<file path="config.mk">
export PLATFORM = sky130hd
export DESIGN_NAME = recfg_ctrl_unit
export DESIGN_NICKNAME = d
export VERILOG_FILES = /design/src/rtl/recfg_pkg.sv /design/src/rtl/recfg_rst_sync.sv /design/src/rtl/recfg_ctrl_regs.sv /design/src/rtl/recfg_wdog.sv /design/src/rtl/recfg_sequencer.sv /design/src/rtl/recfg_status.sv /design/src/rtl/recfg_ctrl_unit.sv
export SDC_FILE = /design/constraint.sdc
export NUM_CORES = 1
export LEC_CHECK = 0
export BUFFER_PORTS_ARGS = -buffer_cell sky130_fd_sc_hd__buf_2
export CAP_MARGIN = 0
export CELL_PAD_IN_SITES_DETAIL_PLACEMENT = 2
export CELL_PAD_IN_SITES_GLOBAL_PLACEMENT = 2
export CORE_MARGIN = 3
export CORE_UTILIZATION = 34
export DETAILED_ROUTE_END_ITERATION = 7
export GPL_ROUTABILITY_DRIVEN = 0
export HOLD_SLACK_MARGIN = 0.05
export PLACE_DENSITY_LB_ADDON = 0.2
export SLEW_MARGIN = 15
export SYNTH_ARGS = -nofsm -noshare
export SYNTH_HDL_FRONTEND = slang
export SYNTH_HIERARCHICAL = 1
export SYNTH_SLANG_ARGS = --single-unit
export TNS_END_PERCENT = 30
</file>
<file path="constraint.sdc">
create_clock -name clk -period 3 [get_ports clk]
set_input_delay 0.6 -clock clk [delete_from_list [all_inputs] [get_ports clk]]
set_output_delay 0.6 -clock clk [all_outputs]
set_load 0.02 [all_outputs]
</file>
<file path="src/rtl/recfg_pkg.sv">
package recfg_pkg;
  localparam int CTRL_W  = 38;
  localparam int ADDR_W  = 32;
  localparam int START_W = 24;
  localparam int TO_W    = 12;
  localparam int STAT_W  = 5;
  localparam int ALIGN_W = ADDR_W - START_W;

  typedef struct packed {
    logic [TO_W-1:0]    wd_timeout;
    logic               wd_en;
    logic [START_W-1:0] start_hi;
    logic               app_image;
  } ctrl_t;

  typedef struct packed {
    logic wdog;
    logic cfg_req;
    logic core;
    logic ext_err;
    logic crc;
  } cause_t;

  typedef enum logic {
    SEL_CTRL = 1'b0,
    SEL_STAT = 1'b1
  } reg_sel_e;
endpackage

</file>
<file path="src/rtl/recfg_rst_sync.sv">
module recfg_rst_sync #(
  parameter int STAGES = 2
) (
  input  logic clk,
  input  logic rst_n,
  output logic rst_sync_n
);
  logic [STAGES-1:0] sync_q;

  always_ff @(posedge clk or negedge rst_n) begin
    if (!rst_n) sync_q <= '0;
    else        sync_q <= {sync_q[STAGES-2:0], 1'b1};
  end

  assign rst_sync_n = sync_q[STAGES-1];
endmodule

</file>
<file path="src/rtl/recfg_ctrl_regs.sv">
module recfg_ctrl_regs
  import recfg_pkg::*;
(
  input  logic  clk,
  input  logic  rst_n,
  input  logic  wr_en,
  input  ctrl_t wdata,
  input  logic  fallback,
  output ctrl_t ctrl_q
);
  ctrl_t ctrl_d;
  logic  wr_ok;

  assign wr_ok = wr_en && !ctrl_q.app_image;

  always_comb begin
    ctrl_d = ctrl_q;
    if (fallback)   ctrl_d = '0;
    else if (wr_ok) ctrl_d = wdata;
  end

  always_ff @(posedge clk or negedge rst_n) begin
    if (!rst_n) ctrl_q <= '0;
    else        ctrl_q <= ctrl_d;
  end
endmodule

</file>
<file path="src/rtl/recfg_wdog.sv">
module recfg_wdog #(
  parameter int TO_W     = 12,
  parameter int PRESCALE = 4
) (
  input  logic            clk,
  input  logic            rst_n,
  input  logic            run,
  input  logic            tick_en,
  input  logic            kick,
  input  logic            clear,
  input  logic [TO_W-1:0] timeout,
  output logic            expire
);
  localparam int CNT_W = TO_W + PRESCALE;

  logic [CNT_W-1:0] cnt_q, cnt_d, limit;
  logic             at_limit;

  assign limit    = {timeout, {PRESCALE{1'b0}}};
  assign at_limit = (cnt_q >= limit);
  assign expire   = run && tick_en && !kick && at_limit;

  always_comb begin
    cnt_d = cnt_q;
    if (clear || kick || !run)     cnt_d = '0;
    else if (tick_en && !at_limit) cnt_d = cnt_q + 1'b1;
  end

  always_ff @(posedge clk or negedge rst_n) begin
    if (!rst_n) cnt_q <= '0;
    else        cnt_q <= cnt_d;
  end
endmodule

</file>
<file path="src/rtl/recfg_sequencer.sv">
module recfg_sequencer
  import recfg_pkg::*;
(
  input  logic              clk,
  input  logic              rst_n,
  input  ctrl_t             ctrl,
  input  logic              core_req,
  input  logic              crc_err,
  input  logic              ext_err,
  input  logic              cfg_req,
  input  logic              wd_expire,
  output cause_t            cause,
  output logic              fallback,
  output logic              launch,
  output logic              pulse_q,
  output logic [ADDR_W-1:0] addr_q
);
  logic              app_active_q, app_active_d;
  logic              launch_req;
  logic              pulse_d;
  logic [ADDR_W-1:0] addr_d;

  assign launch_req = core_req && ctrl.app_image && !app_active_q;

  always_comb begin
    cause         = '0;
    cause.crc     = crc_err && app_active_q;
    cause.ext_err = ext_err;
    cause.core    = core_req && !launch_req;
    cause.cfg_req = cfg_req;
    cause.wdog    = wd_expire;
  end

  assign fallback = |cause;
  assign launch   = launch_req && !fallback;

  always_comb begin
    app_active_d = app_active_q;
    pulse_d      = fallback || launch;
    addr_d       = '0;
    if (fallback) begin
      app_active_d = 1'b0;
    end else if (launch) begin
      app_active_d = 1'b1;
      addr_d       = {ctrl.start_hi, {ALIGN_W{1'b0}}};
    end
  end

  always_ff @(posedge clk or negedge rst_n) begin
    if (!rst_n) begin
      app_active_q <= 1'b0;
      pulse_q      <= 1'b0;
      addr_q       <= '0;
    end else begin
      app_active_q <= app_active_d;
      pulse_q      <= pulse_d;
      addr_q       <= addr_d;
    end
  end
endmodule

</file>
<file path="src/rtl/recfg_status.sv">
module recfg_status
  import recfg_pkg::*;
(
  input  logic              clk,
  input  logic              rst_n,
  input  cause_t            cause,
  output logic [STAT_W-1:0] stat_q
);
  logic [STAT_W-1:0] stat_d;

  always_comb stat_d = stat_q | cause;

  always_ff @(posedge clk or negedge rst_n) begin
    if (!rst_n) stat_q <= '0;
    else        stat_q <= stat_d;
  end
endmodule

</file>
<file path="src/rtl/recfg_ctrl_unit.sv">
module recfg_ctrl_unit
  import recfg_pkg::*;
#(
  parameter int PRESCALE = 4
) (
  input  logic              clk,
  input  logic              rst_n,
  input  logic              tick_en,
  input  logic              reg_wr,
  input  logic              reg_sel,
  input  logic [CTRL_W-1:0] reg_wdata,
  output logic [CTRL_W-1:0] reg_rdata,
  input  logic              wdog_kick,
  input  logic              crc_err,
  input  logic              ext_err,
  input  logic              ext_cfg_req,
  input  logic              core_reconfig,
  output logic              recfg_pulse,
  output logic [ADDR_W-1:0] recfg_addr
);
  logic              rst_sync_n;
  ctrl_t             ctrl_q;
  cause_t            cause;
  logic              fallback, launch, wd_expire, wd_run, ctrl_wr;
  logic [STAT_W-1:0] stat_q;

  recfg_rst_sync #(.STAGES(2)) u_rst (
    .clk(clk), .rst_n(rst_n), .rst_sync_n(rst_sync_n)
  );

  assign ctrl_wr = reg_wr && (reg_sel_e'(reg_sel) == SEL_CTRL);

  recfg_ctrl_regs u_regs (
    .clk(clk), .rst_n(rst_sync_n), .wr_en(ctrl_wr),
    .wdata(ctrl_t'(reg_wdata)), .fallback(fallback), .ctrl_q(ctrl_q)
  );

  assign wd_run = ctrl_q.app_image || ctrl_q.wd_en;

  recfg_wdog #(.TO_W(TO_W), .PRESCALE(PRESCALE)) u_wdog (
    .clk(clk), .rst_n(rst_sync_n), .run(wd_run), .tick_en(tick_en),
    .kick(wdog_kick), .clear(fallback || launch),
    .timeout(ctrl_q.wd_timeout), .expire(wd_expire)
  );

  recfg_sequencer u_seq (
    .clk(clk), .rst_n(rst_sync_n), .ctrl(ctrl_q),
    .core_req(core_reconfig), .crc_err(crc_err), .ext_err(ext_err),
    .cfg_req(ext_cfg_req), .wd_expire(wd_expire), .cause(cause),
    .fallback(fallback), .launch(launch),
    .pulse_q(recfg_pulse), .addr_q(recfg_addr)
  );

  recfg_status u_stat (
    .clk(clk), .rst_n(rst_sync_n), .cause(cause), .stat_q(stat_q)
  );

  always_comb begin
    if (reg_sel_e'(reg_sel) == SEL_STAT) reg_rdata = {{(CTRL_W-STAT_W){1'b0}}, stat_q};
    else                                 reg_rdata = ctrl_q;
  end
endmodule

</file>
---- Word-level counts from Yosys, hierarchy flattened ----
Cells that the tools add are included.
W data, S select, Z words.
word-level totals
  flip-flop bits (word level) ............. 95
  logic and storage cells ................. 49
  output and inout port bits .............. 71
  bits of input ports ..................... 48
operators by class
  order comparisons ....................... 1
  $add $sub $neg .......................... 1
  mux-type cells .......................... 9
  bitwise logic cells ..................... 2
  reductions and logical operators ........ 26
operator list
  operator                 count
  $mux W38                 3
  $mux W32                 2
  $mux W16                 2
  $add A16 B1 Y16 const B  1
  $ge A16 B16 Y1           1
  $logic_and A1 B1 Y1      11
  $logic_not A1 Y1         7
  $reduce_bool A2 Y1       3
  $or A5 B5 Y5             1
  $reduce_or A5 Y1         1
  $logic_or A1 B1 Y1       4
  $mux W1                  2
  $not A1 Y1               1

---- Longest topological paths before layout ----
Gate-level depths: netlist of run 1.
  word-level depth ........................ 11
  mapped depth ............................ 16

---- Hierarchy ----
Netlist of run 1, hierarchy kept.
by module, submodules not included
  module           area each (µm²)  times used  cells an instance
  recfg_ctrl_regs  2,021.9          1           172
  recfg_wdog       1,272.5          1           143
  recfg_sequencer  1,013.5          1           77
  recfg_ctrl_unit  332.8            1           45
  recfg_status     156.4            1           10
  recfg_rst_sync   53.8             1           3

---- Worst setup path before layout of run 1 ----
No wires, ideal clock.
  path type ............................... flip-flop to flip-flop
  from .................................... register u_wdog.cnt_q[7]
  to ...................................... register u_wdog.cnt_q[10]
  arrival ................................. 3.847 ns
  stages on the path, launching flop included .. 16
  path slack .............................. -0.925 ns
  path buffers ............................ 4
  library setup time ...................... 0.078 ns
  cells stage by stage .................... dfrtp_1 > ha_1 > nand4_1 > or4b_4 > a311oi_4 > buf_6 > nor3_1 > and4bb_1 > a2111oi_4 > buf_6 > and2_2 > or2_2 > or3b_2 > clkbuf_1 > clkbuf_1 > a21oi_1
on the way
  cells in the longest elaborated chain, start to end .. 9
RTL lines
  item                                                   RTL line               source
  from (decl)                                            recfg_wdog.sv:16       logic [CNT_W-1:0] cnt_q, cnt_d, limit;
  from (signal assigned)                                 recfg_wdog.sv:31       else cnt_q <= cnt_d;
  $ge A16 B16 Y1 (*)                                     recfg_wdog.sv:20       assign at_limit = (cnt_q >= limit);
  $logic_and A1 B1 Y1 (*)                                recfg_wdog.sv:21       assign expire = run && tick_en && !kick && at_limit;
  net wd_expire                                          recfg_ctrl_unit.sv:24  logic fallback, launch, wd_expire, wd_run, ctrl_wr;
  $reduce_or A5 Y1 (*)                                   recfg_sequencer.sv:34  assign fallback = |cause;
  $logic_not A1 Y1 (*)                                   recfg_sequencer.sv:35  assign launch = launch_req && !fallback;
  $logic_and A1 B1 Y1 (*)                                recfg_sequencer.sv:35
  net launch                                             recfg_ctrl_unit.sv:24
  $logic_or A1 B1 Y1 (*)                                 recfg_ctrl_unit.sv:42  .kick(wdog_kick), .clear(fallback || launch),
  $logic_or A1 B1 Y1 (*) (2 in series)                   recfg_wdog.sv:25       if (clear || kick || !run) cnt_d = '0;
  $mux W16 / $reduce_bool A2 Y1 (equally long branches)  n/a
The timed path passes the listed nets; every way through them passes the cells marked *. The select of a mux whose other input is x is not followed.
A chain may end at the register's enable or synchronous reset.

---- Worst setup path in the final report of run 1 ----
  from .................................... register u_wdog.cnt_q[4]
  to ...................................... register u_wdog.cnt_q[11]
Same word-level chain as after synthesis.

==> results.ini, run 1 <==
[run_status]
outcome = complete, but fails checks
failed_checks = negative setup slack

[floorplanning]
top_level_ports = 119
floorplan.rows = 43
die_width_um = 125
area_of_the_core_um2 = 13900
dieHeight_um = 125
floorplan.initialDensity_pct = 34.8
dieArea_um2 = 15700

[min_path]
min_delay_worst_endpoint = u_rst/sync_q[1]
hold_class = reg -> reg
min_delay_path_depth = 0
holdCritStartpoint = u_rst/sync_q[0]

[cts]
cts_tree = yes
buffer_depth_of_the_longest_clock_path = 2
deepest_level_of_the_cts_h_tree = 3
clk_root_buffer_cell = clkbuf_16
clkTransAtPathRegs_ns = 0.06
clkSinkCount = 87
insertion_delay_ns = 0.34
tritoncts.num_buffers = 9

[routing]
number_of_vias_per_cell = 5.24
routed_wirelength_um = 15400
wire_per_inst_um = 20.3
post_route_drc = 0
drt-initial-drc-count = 129
route.vias.total = 3980
drt_first_pass_iters = 4
antenna_violating_nets_post_route = 0

[timing]
maxSlewViolCount = 0
timing.final.hold_violations = 0
upper_clock_frequency_limit_mhz = 305
worst_slew_pin_slew_ns = 0.813
timing.final.crit_period_ns = 3.28
setup_viol = 46
timing.hold.ws_ns = 0.349
worst_slack_ns = -0.279
layout_worst_path_cycle_share_pct = 109
finalClockSkew_ns = 0.00530
slew_headroom_pct = 45.7
rsz0062_at_grt = yes

[worst_setup_path]
criticalPathCategory = reg -> reg
worstPathBufferInverterCount = 1
r2r-end = u_wdog/cnt_q[11]
crit_cells = 12
critical_path_peak_fanout = 8
startpoint_type = register
r2r_start = u_wdog/cnt_q[4]
critPathTopFamily = simple AND/OR/NAND/NOR gates
r2r_setup_slack_ns = -0.28
worst-endpoint-arrival_ns = 3.55
slowest_delay_ns = 0.56
data_required_time_of_the_critical_path_ns = 3.27
cp_slowest_cell = or4b_4
setup.worst_path.end_class = register
cells_on_worst_reg2reg_path = 12
critical_path.cell_chain = inv_2 -> ha_4 -> nand4_1 -> or4b_4 -> a311oi_4 -> nor3_2 -> and4bb_2 -> a2111oi_4 -> and2_4 -> or2_4 -> or3b_4 -> a21oi_2

[logic_synthesis]
post_synth_num_cell_types = 47
netlist_instances = 450
share_of_flip_flops_with_an_asynchronous_set_or_reset_pct = 100
ys.flop_type = dfrtp_1
post_synth_main_area_contributors = dfrtp_1 (45%), nand4bb_1 (8.6%), nand2b_1 (4.9%)
yosys_register_bits = 87
synthesis.area_um2 = 4850
synth.yosys.seq_area_share_pct = 44.9
syn-mean-instance-area_um2 = 10.8
yosysWarningCount = 6
synth_edf_count = 0
synthDominantCellAreaShare_pct = 44.9
synth_area_leader_cell = dfrtp_1

[pwr]
static-leakage-power_nw = 2.94
ir_drop_v = 0.000280
totalPowerFinal_mw = 2.54
power_per_cell_area_nw_per_um2 = 411

[cells_and_area]
final_common_cell = buf_2
insertedDiodeCount = 0
fillers = 1458
number_of_cells_in_the_finished_layout_apart_from_fillers = 760
post-route-util_pct = 44.4
ratio_of_cells_with_drive_above_1_in_the_final_layout_pct = 41.6
synthToLayoutAreaGrowth_pct = 27.4
final_stage_net_count = 638
layout.cells.most_common_list = buf_2 (110), dfrtp_1 (86), buf_4 (39)

[global_route]
track_usage_pct = 19.5
grt_first_pass_wirelength_um = 24500
number_of_antenna_violations_at_the_first_check_in_global_routing = 0
overall_overflow_remaining_after_global_route = 0
grt_start_max_net_pins = 62
grt_pass1_vias = 4438

[place]
dp_worst_setup_slack_ns = -0.369
hpwl_um = 10500
place.detailed.instances = 735
port_buffers = 110

[job]
max_cap_violations = 0

## worst register-to-register path: cells and delay by family (launching register included)
| family | cells | cell delay, ns |
|---|---|---|
| AND/OR/NAND/NOR | 7 | 1.97 |
| AO/OA/AOI/OAI | 3 | 0.53 |
| flip-flops | 1 | 0.37 |
| adder cells (fa/ha/maj) | 1 | 0.26 |
| buffers and inverters | 1 | 0.07 |
## state kept, by name, summed over array words and instances (netlist names)
| register | cells |
|---|---|
| u_regs/ctrl_q | 38 |
| u_seq/addr_q | 24 |
| u_wdog/cnt_q | 16 |
| u_stat/stat_q | 5 |
| u_rst/sync_q | 2 |
| u_seq/app_active_q | 1 |
| u_seq/pulse_q | 1 |
## power breakdown
part,total (mW),leakage [nW],internal [mW],switching [mW]
logic,0.234,1.62,0.0935,0.141
clock network,1.10,0.135,0.638,0.459
registers,1.21,1.19,1.19,0.0205
total,2.54,2.94,1.92,0.620
## area by class of cell
type	count	area, µm²	share of cell area (%)
repair buffers	154	923	14.9
clock buffers	11	233	3.77
multi-input cells	308	2510	40.6
well taps	180	225	3.64
flip-flops and latches	87	2180	35.3
clock inverters	4	47.5	0.769
inverters	16	60.1	0.972
## worst max-delay path by stage
stage,start,to,slack (ns)
final,u_wdog/cnt_q[4],u_wdog/cnt_q[11],-0.28
after global routing,u_regs/ctrl_q[26],u_wdog/cnt_q[14],-0.39
after CTS,u_wdog/cnt_q[5],u_wdog/cnt_q[11],-0.26
after detailed placement,u_wdog/cnt_q[5],u_wdog/cnt_q[14],-0.37
after global placement,u_wdog/cnt_q[5],u_wdog/cnt_q[0],-0.17
after floorplan,u_wdog/cnt_q[6],u_wdog/cnt_q[4],-0.62
## Yosys cell counts (9+ instances only)
| cell | n |
|---|---|
| a21oi_1 | 21 |
| and3_1 | 21 |
| buf_2 | 11 |
| buf_4 | 13 |
| buf_6 | 12 |
| clkbuf_1 | 9 |
| dfrtp_1 | 87 |
| ha_1 | 14 |
| inv_1 | 16 |
| nand2_1 | 12 |
| nand2b_1 | 38 |
| nand4bb_1 | 37 |
| nor2b_1 | 36 |
| o21ai_1 | 12 |
| o21ai_2 | 21 |
| o31ai_1 | 11 |
| or4_1 | 11 |
## metrics by stage
| step | setup TNS, ns | area, µm² |
|---|---|---|
| final | -6.91 | 6180 |
| after global routing | -13.32 | 6180 |
| after CTS | -4.78 | 6050 |
| after detailed placement | -8.17 | 5690 |
| after global placement | -2.43 | 5690 |
| after floorplan | -15.94 | 4970 |
## metal layers
metal	vias up	share of wire [%]	GRT usage, %
met5	-	0	0
met4	0	1.5	6.31
met3	15	3.7	3.37
met2	81	50	33.2
met1	2052	44	25.3
li1	1832	-	-
## what timing repair did
action,in CTS,in global routing
endpoints found under the hold margin,2,0
gates cloned,1,0
endpoints found under the setup margin,53,54
pin swaps,5,15
gates resized for setup,7,16
buffers inserted,3,5
hold buffers,1,0
## cell families (layout without fill, tap and decap cells)
logic type	count (synthesis)	after routing	synth area share, %
and+or+nand+nor	198	199	29.6
DFF	87	87	44.9
AOI/OAI and AO/OA	80	80	11.7
buffers and inverters	63	185	8.28
adders and majority gates	14	14	3.61
muxes	6	6	1.75
other	2	9	0.155
No activity file was read; power rests on OpenSTA's default activity.
==> inputs of run 2 (changes only) <==
--- a/config.mk
+++ b/config.mk
@@ -15,6 +15,7 @@
 export GPL_ROUTABILITY_DRIVEN = 0
 export HOLD_SLACK_MARGIN = 0.05
 export PLACE_DENSITY_LB_ADDON = 0.2
+export RECOVER_POWER = 25
 export SLEW_MARGIN = 15
 export SYNTH_ARGS = -nofsm -noshare
 export SYNTH_HDL_FRONTEND = slang
==> results.ini, run 2 (same netlist as run 1, synthesis figures left out) <==
[run_status]
outcome = complete, but fails checks
failed_checks = max-capacitance violations, max-slew violations, negative setup slack

[cells_and_area]
regMostFlops = u_regs/ctrl_q
largestRegisters = u_regs/ctrl_q (38), u_seq/addr_q (24), u_wdog/cnt_q (16)
largest_reg_flops = 38  ; unchanged
postLayoutCellArea_um2 = 6170  ; -0.12%
ratio_of_cells_with_drive_above_1_in_the_final_layout_pct = 40.9  ; -0.69 points
insertedDiodeCount = 0  ; unchanged
synthToLayoutAreaGrowth_pct = 27.3
final_stage_net_count = 638  ; unchanged
layout.cells.most_common_list = buf_2 (107), dfrtp_1 (87), buf_4 (39)
number_of_cells_in_the_finished_layout_apart_from_fillers = 760  ; unchanged
final_common_cell = buf_2
fillers = 1463  ; +0.34%

[worst_setup_path]
data_required_time_of_the_critical_path_ns = 3.27  ; about the same
critical_path_peak_fanout = 8  ; unchanged
cells_on_worst_reg2reg_path = 12  ; unchanged
setup.worst_path.end_class = register
worst-endpoint-arrival_ns = 3.55  ; about the same
startpoint_type = register
criticalPathCategory = reg -> reg

[floorplanning]
top_level_ports = 119  ; unchanged
floorplan.rows = 43  ; unchanged
floorplan.initialDensity_pct = 34.8  ; unchanged
die_width_um = 125  ; unchanged
dieArea_um2 = 15700  ; unchanged
area_of_the_core_um2 = 13900  ; unchanged
dieHeight_um = 125  ; unchanged

[timing]
maxSlewViolCount = 53  ; +53
timing.final.crit_period_ns = 3.28  ; +0.000241 ns
worst_slew_pin_slew_ns = 2.11  ; +1.30 ns
layout_worst_path_cycle_share_pct = 109  ; about the same
upper_clock_frequency_limit_mhz = 305  ; about the same
setup_viol = 46  ; unchanged
rsz0062_at_grt = yes
timing.final.hold_violations = 0  ; unchanged
slew_headroom_pct = -40.9  ; -87 points
finalClockSkew_ns = 0.00513  ; -0.000164 ns
worst_slack_ns = -0.279  ; -0.000241 ns

[cts]
insertion_delay_ns = 0.34  ; about the same
clk_root_buffer_cell = clkbuf_16
deepest_level_of_the_cts_h_tree = 3  ; unchanged
cts_tree = yes
clkTransAtPathRegs_ns = 0.06  ; about the same
tritoncts.num_buffers = 9  ; unchanged
clkSinkCount = 87  ; unchanged
buffer_depth_of_the_longest_clock_path = 2  ; unchanged

[place]
place.detailed.instances = 735  ; unchanged
port_buffers = 110  ; unchanged
placement.cell_area_um2 = 5690  ; unchanged
hpwl_um = 10500  ; unchanged

[global_route]
grt_first_pass_wirelength_um = 24500  ; unchanged
grt_pass1_vias = 4438  ; unchanged
grt_start_max_net_pins = 62  ; unchanged
overall_overflow_remaining_after_global_route = 0  ; unchanged
track_usage_pct = 19.5  ; unchanged
number_of_antenna_violations_at_the_first_check_in_global_routing = 0  ; unchanged

[pwr]
power_per_cell_area_nw_per_um2 = 411  ; about the same
ir_drop_v = 0.000280  ; about the same
static-leakage-power_nw = 2.93  ; -0.25%

[routing]
wl_met3_um = 563  ; -0.35%
drt_first_pass_iters = 4  ; unchanged
route.vias.total = 3980  ; unchanged
post_route_drc = 0  ; unchanged
routed_wirelength_um = 15400  ; -0.11%
detail_route.wirelength.met1_um = 6840  ; -0.22%
antenna_violating_nets_post_route = 0  ; unchanged
drt-initial-drc-count = 119  ; -7.8%
wire_per_inst_um = 20.3  ; -0.11%
top_signal_layer_used = met4
dr_wl_met2_um = 7780  ; about the same
number_of_vias_per_cell = 5.24  ; unchanged

[job]
max_cap_violations = 1  ; +1

[min_path]
hold_class = reg -> reg
min_delay_path_depth = 0  ; unchanged

## run 2: path summary, 6_finish.rpt
path	startpoint	endpoint	slack, ns
worst max-delay path	u_wdog/cnt_q[4]	u_wdog/cnt_q[11]	-0.28
worst min-delay path	u_rst/sync_q[0]	u_rst/sync_q[1]	0.35
worst max register to register	u_wdog/cnt_q[4]	u_wdog/cnt_q[11]	-0.28
worst min register to register	u_rst/sync_q[0]	u_rst/sync_q[1]	0.35
max in group asynchronous	u_rst/sync_q[1]	u_wdog/cnt_q[2]	0.89
min in group asynchronous	rst_n	u_rst/sync_q[0]	0.57
## run 2: layout make-up
cell class	count	area (µm²)	area share, %
clock buffers	11	233	3.77
clock inverters	4	47.5	0.770
inverters	16	60.1	0.973
multi-input cells	308	2510	40.7
flip-flops and latches	87	2180	35.3
well taps	180	225	3.65
repair buffers	154	920	14.9
## run 2: power by group
group | internal (mW) | total (mW) | switching, mW
registers | 1.18 | 1.21 | 0.0205
logic | 0.0931 | 0.234 | 0.141
clock network | 0.638 | 1.10 | 0.459
## run 2: worst max-delay path: stages (launching register included)
cell	delay [ns]
dfrtp_1	0.37
inv_2	0.07
ha_4	0.26
nand4_1	0.11
or4b_4	0.56
a311oi_4	0.33
nor3_2	0.06
and4bb_2	0.35
a2111oi_4	0.05
and2_4	0.17
or2_4	0.24
or3b_4	0.48
a21oi_2	0.15
## run 2: repair_timing
action	in CTS	in global routing
pin swaps	5	15
gates resized for setup	7	16
hold buffers	1	0
endpoints found under the setup margin	53	54
endpoints found under the hold margin	2	0
setup buffers	3	5
cloned	1	0
## run 2: through the flow
step                      util, %  worst slack, ns  hold WS, ns  power [mW]  setup TNS, ns
after global placement       40.8           -0.173        0.338        1.44          -2.43
after global routing         44.3           -0.389        0.370        2.65         -13.32
after floorplan                 -           -0.624        0.304        1.37         -15.94
final                        44.3           -0.279        0.349        2.54          -6.90
after CTS                    43.4           -0.263        0.351        2.57          -4.78
after detailed placement     40.8           -0.369        0.337        1.45          -8.17
## run 2: layer usage
metal | global-route usage [%] | vias up
met2 | 33.2 | 81
met3 | 3.37 | 15
met5 | 0 | -
met4 | 6.31 | 0
li1 | - | 1832
met1 | 25.3 | 2052
==> inputs of run 3 (changes only) <==
==> constraint.sdc (replaced) <==
create_clock -name clk -period 3 [get_ports clk]
set_input_delay 0.6 -clock clk [delete_from_list [all_inputs] [get_ports clk]]
set_output_delay 0.6 -clock clk [all_outputs]
set_load 0.05 [all_outputs]
==> results.ini, run 3 (same netlist as run 1, synthesis figures left out) <==
[cells_and_area]
largestRegisters = u_regs/ctrl_q (38), u_seq/addr_q (24), u_wdog/cnt_q (16)
postLayoutCellArea_um2 = 6290  ; +1.8%
ratio_of_cells_with_drive_above_1_in_the_final_layout_pct = 41.1  ; +0.27 points
post-route-util_pct = 45.1  ; +0.81 points
final_stage_net_count = 638  ; unchanged
insertedDiodeCount = 0  ; unchanged
layout.cells.most_common_list = buf_2 (107), dfrtp_1 (87), buf_4 (36)
largest_reg_flops = 38  ; unchanged
regMostFlops = u_regs/ctrl_q
synthToLayoutAreaGrowth_pct = 29.6
final_common_cell = buf_2

[global_route]
track_usage_pct = 20.6  ; +1.0 points
grt_first_pass_wirelength_um = 25600  ; +4.5%
number_of_antenna_violations_at_the_first_check_in_global_routing = 1  ; +1
grt_start_max_net_pins = 62  ; unchanged
grt_pass1_vias = 4481  ; +0.97%
overall_overflow_remaining_after_global_route = 0  ; unchanged

[floorplanning]
dieArea_um2 = 15700  ; unchanged
top_level_ports = 119  ; unchanged
area_of_the_core_um2 = 13900  ; unchanged
floorplan.rows = 43  ; unchanged
die_width_um = 125  ; unchanged
dieHeight_um = 125  ; unchanged
floorplan.initialDensity_pct = 34.8  ; unchanged

[min_path]
holdCritStartpoint = u_rst/sync_q[0]
hold_class = reg -> reg

[cts]
tritoncts.num_buffers = 9  ; unchanged
clkSinkCount = 87  ; unchanged
cts_tree = yes
clk_root_buffer_cell = clkbuf_16
clkTransAtPathRegs_ns = 0.07  ; about the same
deepest_level_of_the_cts_h_tree = 3  ; unchanged
buffer_depth_of_the_longest_clock_path = 2  ; unchanged
insertion_delay_ns = 0.35  ; about the same

[routing]
post_route_drc = 0  ; unchanged
wire_per_inst_um = 21.8  ; +7.5%
antenna_violating_nets_post_route = 0  ; unchanged
drt_first_pass_iters = 4  ; unchanged
drt-initial-drc-count = 116  ; -2.5%
number_of_vias_per_cell = 5.28  ; +0.85%
routed_wirelength_um = 16600  ; +7.6%
route.vias.total = 4019  ; +0.98%

[worst_setup_path]
r2r_start = u_regs/ctrl_q[28]
worst-endpoint-arrival_ns = 3.57  ; +0.02 ns
criticalPathCategory = reg -> reg
setup.worst_path.end_class = register
crit_start = u_regs/ctrl_q[28]
startpoint_type = register
critical_path_peak_fanout = 8  ; unchanged
data_required_time_of_the_critical_path_ns = 3.28  ; about the same

[timing]
layout_worst_path_cycle_share_pct = 110  ; +0.53 points
rsz0062_at_grt = yes
setup_viol = 53  ; +15%
finalClockSkew_ns = 0.00767  ; +0.00254 ns
slew_headroom_pct = -46.9  ; -6.1 points
maxSlewViolCount = 53  ; unchanged
timing.final.crit_period_ns = 3.30  ; +0.0159 ns
worst_slew_pin_slew_ns = 2.20  ; +0.0909 ns
worst_slack_ns = -0.295  ; -0.0159 ns
upper_clock_frequency_limit_mhz = 303  ; -0.48%
timing.final.hold_violations = 0  ; unchanged
timing.hold.ws_ns = 0.351  ; +0.00192 ns
total_negative_slack_for_setup_checks_ns = -8.04  ; -1.13 ns

[pwr]
power_per_cell_area_nw_per_um2 = 445  ; +8.3%
totalPowerFinal_mw = 2.80  ; +10%
ir_drop_v = 0.000248  ; -11%
static-leakage-power_nw = 3.03  ; +3.1%

[place]
placement.cell_area_um2 = 5690  ; unchanged
port_buffers = 110  ; unchanged
hpwl_um = 10500  ; -0.23%

[job]
max_cap_violations = 1  ; unchanged

[run_status]
failed_checks = max-capacitance violations, max-slew violations, negative setup slack
outcome = complete, but fails checks

## run 3: power breakdown
group | leakage, nW | switching [mW] | internal [mW]
Sequential | 1.19 | 0.0221 | 1.18
Clock | 0.160 | 0.497 | 0.817
Combinational | 1.68 | 0.177 | 0.100
Total | 3.03 | 0.695 | 2.10
## run 3: repair_timing
item / CTS / global route
endpoints found under the setup margin: 54 / 61
pin swaps: 6 / 6
hold buffers: 1 / 0
buffers inserted: 4 / 1
resized for setup: 10 / 16
endpoints found under the hold margin: 2 / 0
gates cloned: 1 / 3
## run 3: routing by layer
layer	vias to the layer above	global-route usage, %	wire length [µm]
met2	101	35.0	8350
li1	1834	-	-
met5	-	0	7
met1	2061	26.1	7320
met3	21	4.10	587
met4	2	7.08	317
## run 3: critical path, stage by stage (launching register included)
cell and delay, ns:
dfrtp_1 0.36, inv_1 0.05, ha_1 0.30, nand4_1 0.13
or4b_4 0.57, a311oi_4 0.30, nor3_2 0.06, and4bb_2 0.36
a2111oi_4 0.05, and2_4 0.17, or2_4 0.24, or3b_4 0.47
a21oi_2 0.15
## run 3: layout make-up
cell class | count | area, µm²
inverter | 16 | 60.1
sequential | 87 | 2180
timing repair buffer | 154 | 976
multi-input combinational | 308 | 2510
clock inverter | 5 | 106
fill | 1436 | 7650
clock buffer | 11 | 233
tap | 180 | 225
## run 3: final timing paths
kind	end	depth (start not counted)	slack, ns
max	u_wdog/cnt_q[0]	12	-0.30
min	u_rst/sync_q[1]	0	0.35
max reg2reg	u_wdog/cnt_q[0]	12	-0.30
min reg2reg	u_rst/sync_q[1]	0	0.35
max in group asynchronous	u_wdog/cnt_q[0]	0	0.79
min in group asynchronous	u_rst/sync_q[0]	2	0.57
## run 3: through the flow
step                instances  worst slack, ns
floorplan                 457           -0.624
global placement          735           -0.174
detailed placement        735           -0.368
CTS                       757           -0.267
global route              761           -0.397
finish                    761           -0.295
